===== src/rtl/fresh_track_pkg.sv =====
package fresh_track_pkg;

  typedef struct packed {
    logic fresh;
    logic consistent;
  } flag_pair_t;

  localparam flag_pair_t FlagsReset = '{fresh: 1'b0, consistent: 1'b0};
  localparam flag_pair_t FlagsWiped = '{fresh: 1'b0, consistent: 1'b1};
  localparam flag_pair_t FlagsFull  = '{fresh: 1'b1, consistent: 1'b1};

endpackage


===== src/rtl/fresh_track_marks.sv =====
module fresh_track_marks #(
  parameter int unsigned WORDS = 8
) (
  input  logic             clk_i,
  input  logic             rst_ni,
  input  logic [WORDS-1:0] word_we_i,
  input  logic             use_i,
  input  logic             clear_i,
  output logic             all_marked_o,
  output logic             some_marked_o
);

  logic [WORDS-1:0] mark_q;
  logic [WORDS-1:0] mark_d;
  logic [WORDS-1:0] merged;
  logic             complete;

  // Per word: a consume drops the old mark first, then this cycle's write is added.
  for (genvar w = 0; w < WORDS; w++) begin : g_word
    assign merged[w] = (mark_q[w] & ~use_i) | word_we_i[w];
  end

  assign complete = &merged;

  always_comb begin
    mark_d = merged;
    if (clear_i || complete) begin
      mark_d = '0;
    end
  end

  always_ff @(posedge clk_i or negedge rst_ni) begin
    if (!rst_ni) begin
      mark_q <= '0;
    end else begin
      mark_q <= mark_d;
    end
  end

  assign all_marked_o  = complete & ~clear_i;
  assign some_marked_o = (|merged) & ~complete & ~clear_i;

  a_r2_marks_emptied: assert property (@(posedge clk_i) disable iff (!rst_ni)
    all_marked_o |=> (mark_q == '0));
  a_r7_marks_wiped: assert property (@(posedge clk_i) disable iff (!rst_ni)
    clear_i |=> (mark_q == '0));
  a_r6_use_keeps_new_writes: assert property (@(posedge clk_i) disable iff (!rst_ni)
    (use_i && !clear_i && !all_marked_o) |=> (mark_q == $past(word_we_i)));

endmodule


===== src/rtl/fresh_track_flags.sv =====
module fresh_track_flags
  import fresh_track_pkg::*;
(
  input  logic clk_i,
  input  logic rst_ni,
  input  logic clear_i,
  input  logic use_i,
  input  logic all_marked_i,
  input  logic some_marked_i,
  output logic fresh_o,
  output logic consistent_o
);

  flag_pair_t flags_q;
  flag_pair_t flags_d;

  always_comb begin
    flags_d = flags_q;
    if (clear_i) begin
      flags_d = FlagsWiped;
    end else if (all_marked_i) begin
      flags_d = FlagsFull;
    end else if (some_marked_i) begin
      flags_d = FlagsReset;
    end else if (use_i) begin
      flags_d.fresh = 1'b0;
    end
  end

  always_ff @(posedge clk_i or negedge rst_ni) begin
    if (!rst_ni) begin
      flags_q <= FlagsReset;
    end else begin
      flags_q <= flags_d;
    end
  end

  assign fresh_o      = flags_q.fresh;
  assign consistent_o = flags_q.consistent;

  a_r3_partial_drops: assert property (@(posedge clk_i) disable iff (!rst_ni)
    some_marked_i |=> (!fresh_o && !consistent_o));
  a_r5_use_drops_fresh: assert property (@(posedge clk_i) disable iff (!rst_ni)
    (use_i && !clear_i && !all_marked_i && !some_marked_i) |=>
      (!fresh_o && $stable(consistent_o)));
  a_r7_wipe_flags: assert property (@(posedge clk_i) disable iff (!rst_ni)
    clear_i |=> (consistent_o && !fresh_o));
  a_r2_fresh_implies_consistent: assert property (@(posedge clk_i) disable iff (!rst_ni)
    fresh_o |-> consistent_o);

endmodule


===== src/rtl/fresh_track.sv =====
module fresh_track #(
  parameter int unsigned WORDS = 8
) (
  input  logic             clk_i,
  input  logic             rst_ni,
  input  logic [WORDS-1:0] word_we_i,
  input  logic             use_i,
  input  logic             clear_i,
  output logic             fresh_o,
  output logic             consistent_o
);

  logic all_marked;
  logic some_marked;

  fresh_track_marks #(.WORDS(WORDS)) u_marks (
    .clk_i        (clk_i),
    .rst_ni       (rst_ni),
    .word_we_i    (word_we_i),
    .use_i        (use_i),
    .clear_i      (clear_i),
    .all_marked_o (all_marked),
    .some_marked_o(some_marked)
  );

  fresh_track_flags u_flags (
    .clk_i        (clk_i),
    .rst_ni       (rst_ni),
    .clear_i      (clear_i),
    .use_i        (use_i),
    .all_marked_i (all_marked),
    .some_marked_i(some_marked),
    .fresh_o      (fresh_o),
    .consistent_o (consistent_o)
  );

  a_r2_full_write: assert property (@(posedge clk_i) disable iff (!rst_ni)
    (!clear_i && (&word_we_i)) |=> (fresh_o && consistent_o));
  a_r8_idle_hold: assert property (@(posedge clk_i) disable iff (!rst_ni)
    (!clear_i && !use_i && (word_we_i == '0)) |=> ($stable(fresh_o) && $stable(consistent_o)));

endmodule


===== config.mk =====
export PLATFORM = sky130hd
export DESIGN_NAME = fresh_track
export DESIGN_NICKNAME = d
export VERILOG_FILES = /design/src/rtl/fresh_track_pkg.sv /design/src/rtl/fresh_track_marks.sv /design/src/rtl/fresh_track_flags.sv /design/src/rtl/fresh_track.sv
export SDC_FILE = /design/constraint.sdc
export NUM_CORES = 1
export LEC_CHECK = 0
export BUFFER_PORTS_ARGS = -buffer_cell sky130_fd_sc_hd__buf_2
export CAP_MARGIN = 20
export CORE_AREA = 2 2 39 41
export CTS_BUF_LIST = sky130_fd_sc_hd__clkbuf_2 sky130_fd_sc_hd__clkbuf_4 sky130_fd_sc_hd__clkbuf_8
export CTS_CLUSTER_SIZE = 20
export DETAILED_ROUTE_END_ITERATION = 6
export DIE_AREA = 0 0 41 43
export PLACE_DENSITY = 0.71
export SLEW_MARGIN = 30
export SYNTH_ARGS = -nofsm -noshare
export SYNTH_HDL_FRONTEND = slang
export SYNTH_HIERARCHICAL = 1
export SYNTH_SLANG_ARGS = --single-unit

===== constraint.sdc =====
create_clock -name clk_i -period 1.9 [get_ports clk_i]
set_clock_uncertainty 0.05 [all_clocks]
set_input_delay 0.285 -clock clk_i [delete_from_list [all_inputs] [get_ports clk_i]]
set_output_delay 0.285 -clock clk_i [all_outputs]
set_load 0.1 [all_outputs]

# Word level (Yosys, flattened, before mapping)
# Cells that the tools add are included.
# totals
ff_bits	10
inputBits	12
output_inout_bits	2
elab_cells	36
# classes
mux	6
bitwise_logic	22
reduce_logical	5
# op_table
op	n
AND 1 bit	11
2-to-1 mux 8 bit	1
OR 1 bit	8
AND reduction 8 bit	1
OR reduction 8 bit	1
2-to-1 mux 2 bit	2
nonzero test 4 bit	1
2-to-1 mux 1 bit	3
NOT 1 bit	3
nonzero test 3 bit	1
logical OR 1 bit	1

# Longest topological paths before layout
# logic_depth
word_depth	10
mapped_depth	5
ltp_nobuf	5

# Cells and area by module
# Netlist, hierarchy kept.
# by_module_without_submodules
module	n_inst	cells_per_inst	area_each_um2	seq_area_each_um2
fresh_track_marks	1	42	427.9	200.2
fresh_track_flags	1	8	80.1	50.0

# Worst setup path before layout
# OpenSTA, ideal clock, no wires.
# synth_path
kind	register to register
start	reg u_marks.mark_q[4]
end	reg u_flags.flags_q (netlist bit u_flags/fresh_o)
setup_time_ns	0.077
arrival_time_ns	1.571
t_required_ns	1.773
path_slack_ns	0.202
stages_incl_launch_ff	6
path_buffers	0
period_less_slack_ns	1.698
path_cell_list	dfrtp_1 > or4_1 > o21ai_1 > a221oi_1 > or3b_1 > a21oi_1
# synth_between
elab_chain_cells	9
elab_cells_between_ends	12
classes_between	3 x mux; 6 x bitwise; 3 x reduce/logical
# synth_rtl
element	line_no	text
start: declaration	fresh_track_marks.sv:13	logic [WORDS-1:0] mark_q;
start signal: assignment	fresh_track_marks.sv:36	mark_q <= mark_d;
AND 1 bit (*)	fresh_track_marks.sv:20	assign merged[w] = (mark_q[w] & ~use_i) | word_we_i[w];
OR 1 bit (*)	fresh_track_marks.sv:20	
AND reduction 8 bit	fresh_track_marks.sv:23	assign complete = &merged;
NOT 1 bit	fresh_track_marks.sv:41	assign some_marked_o = (|merged) & ~complete & ~clear_i;
AND 1 bit (*) (2 in a row)	fresh_track_marks.sv:41	
via some_marked	fresh_track.sv:14	logic some_marked;
2-to-1 mux 1 bit	fresh_track_flags.sv:23	end else if (some_marked_i) begin
2-to-1 mux 2 bit	fresh_track_flags.sv:21	end else if (all_marked_i) begin
2-to-1 mux 2 bit	fresh_track_flags.sv:19	if (clear_i) begin
end signal: assignment	fresh_track_flags.sv:32	flags_q <= FlagsReset;
end signal: assignment	fresh_track_flags.sv:34	flags_q <= flags_d;
end: declaration	fresh_track_flags.sv:14	flag_pair_t flags_q;
# The timed path passes the listed nets; every way through them passes the cells marked *.
# A chain may end at the register's enable or synchronous reset.

# Worst setup path in the final report
# Same ends and word-level chain as after synthesis.

==> impl_results.md <==
- Hold Crit Class: primary input to flop
- Layout cells sized above 1: 0.290
- Vias in the first global route: about 460
- Top cells by area, synth: dfrtp_1 (49%), a211oi_1 (12%), a21oi_1 (8.9%)
- Clock Sinks: 10
- VDD IR max: about 0.26 mV
- Worst Setup SP: u_marks/mark_q[4]
- DRT iter0 DRCs: 18
- DP HPWL: 929 um
- Seq/Total Area, Yosys: 0.493
- Die height: about 43 um
- CTS tree: done
- Setup Crit Path Kind: flop to flop
- Remaining DRCs: 0
- Drt first pass iters: 4
- First-pass GRT wire length: about 2.0 mm
- Slowest stage delay, CP: between 0.5 and 0.6 ns
- Routed vias/inst: about 5.8
- CP Capture Type: flop
- Critical path depth in cells: 5
- Syn_area_per_cell: 10.2 sq um
- Num CTS Buffers: 3
- Die Area: around 1800 sq um
- Buf/Inv on CP: 0
- DRT Wirelength: between 1 and 1.5 mm
- Gpl congestion: 0.842
- CP startpoint kind: flop
- Slowest-stage cell, CP: or4_1
- Worst R2R Setup Slack: ~0.080 ns
- Area leader, netlist: dfrtp_1
- Synth unique cells: 16
- Syn Nets: just over 60
- Global route overflow: 0
- Delay-heaviest family, CP: simple AND/OR/NAND/NOR gates
- Max Fclk: around 550 MHz
- Reg2Reg Depth: 5
- Clock Latency Late Sink: roughly 0.27 ns
- RSZ-0062 raised after global routing: false
- Ant. Diodes: 0
- Mapped cell area: between 500 and 600 sq um
- Pwr dens: just over 700 nW/um^2
- Io pins: 14
- Htree depth: 1
- Via Count: approximately 500
- Tot GR Track Use: 0.169
- Core ar.: around 1400 sq um
- Final Critical Period: 1.82 ns
- Placed cell count: 81
- Clk root buf: clkbuf_4
- Max-Cap Viols: 0
- Max-slew violation count: 0
- Starting Density: 0.367
- Post-DRT Antenna Nets: 0
- Max Root-Sink Buffers: 2
- Worst setup endpoint: u_flags/fresh_o
- Row Count: 14
- Hold Vio Cnt, Final: 0
- Most frequent cells in the layout: buf_2 (13), dfrtp_1 (10), a21oi_1 (9)
- Leakage: about 0.27 nW
- Synth top area share: 0.493
- Final instance area: between 600 and 700 sq um
- Total Nets Final: 83
- Worst-path clk slew: roughly 0.060 ns
- Synth-to-layout area growth: 26.8%
- Port buffer count: 13
- Commonest non-fill, non-tap cell in the layout: buf_2
- Final setup violation count: 0
- Flops & latches, synth: 10
- Final period util: 0.958
- Largest net degree at the start of global routing: 13
- Min Hold Slack: between 0.2 and 0.3 ns
- Worst EP required: between 2 and 2.5 ns
- FF-to-FF Start: u_marks/mark_q[4]
- R2r endpoint: u_flags/fresh_o
- Final TNS setup: 0 ns
- CP Cell Sequence: or4_1, o21ai_1, a221oi_1, or3b_1, a21oi_1
- Initial antenna violation count: 0
- WP data arrival: 1.96 ns
- WL/cell: 15.0 um
- Synthesized instance count: 50
- Worst Path Max Fanout: 3
- Finished Layout Cells: between 80 and 90
- Slew @ Worst Pin: roughly 0.48 ns
- Post-CTS resize count: 0
- Finished Core Util: 0.466
- DP Area: about 610 sq um
- Synthesis Warnings: 6
- Outcome: completed
- Die width: 41 um
- Slew margin rel.: 0.680
## power by group
part | switching [mW] | internal [mW] | total [mW]
clock network | 0.0725 | 0.0732 | 0.146
registers | 0.00927 | 0.226 | 0.235
logic | 0.0549 | 0.0319 | 0.0868
total | 0.137 | 0.331 | 0.468
## layout make-up
| cell class | instances | area [sq um] |
|---|---|---|
| fillers | 136 | 739 |
| flip-flops and latches | 10 | 250 |
| multi-input cells | 36 | 243 |
| repair buffers | 17 | 97.6 |
| clock buffers | 3 | 22.5 |
| well taps | 16 | 20.0 |
| inverters | 3 | 11.3 |
## metrics by stage
step | setup slack, ns | power [mW]
2_1_floorplan | 0.202 | 0.286
3_3_place_gp | 0.125 | 0.323
3_5_place_dp | 0.0637 | 0.324
4_1_cts | 0.0819 | 0.469
5_1_grt | 0.0175 | 0.487
6_report | 0.0802 | 0.468
## timing repair
action / CTS / global route
hold buffers: 1 / 0
hold endpoints to repair: 10 / 0
buffers inserted: 0 / 0
## worst min path at each step
stage	cells after the start	from	to	slack (ns)
global placement	1	rst_ni	u_flags/consistent_o	0.11
floorplan	0	rst_ni	u_flags/consistent_o	-0.06
CTS	3	word_we_i[5]	u_marks/mark_q[5]	0.29
detailed placement	1	rst_ni	u_flags/consistent_o	0.11
finish	3	word_we_i[5]	u_marks/mark_q[5]	0.29
global route	2	clear_i	u_marks/mark_q[0]	0.30
## Yosys cell counts, drive strengths merged
cell type and number:
a211oi 8, a21oi 9, a221oi 1, and3b 1, buf 1, clkinv 1, dfrtp 10, inv 2
nand4 2, nor2 2, nor4 1, o21ai 3, o22ai 4, or3b 1, or4 4
## flip-flops by register name, summed over array words and instances, names as in the netlist
register              cells
u_flags/consistent_o      1
u_flags/fresh_o           1
u_marks/mark_q            8
## cells by family after synthesis
kind of cell,Yosys count,share of synthesized area
AO/OA/AOI/OAI,25,0.303
AND/OR/NAND/NOR,11,0.175
flip-flops,10,0.493
buffers and inverters,4,0.0295
## layer usage
| metal | up-vias | routed length [um] | GRT usage |
|---|---|---|---|
| met5 | - | 0 | 0 |
| met4 | 0 | 27 | 0.100 |
| met2 | 21 | 602 | 0.247 |
| met3 | 4 | 71 | 0.0314 |
| li1 | 248 | - | - |
| met1 | 221 | 572 | 0.222 |
## worst reg2reg max path: cells and delay by family, from the launching register on
| kind | cells | cell delay (ns) |
|---|---|---|
| flops | 1 | 0.39 |
| compound gates | 3 | 0.41 |
| simple gates | 2 | 0.90 |
No activity file was read; power rests on OpenSTA's default activity.
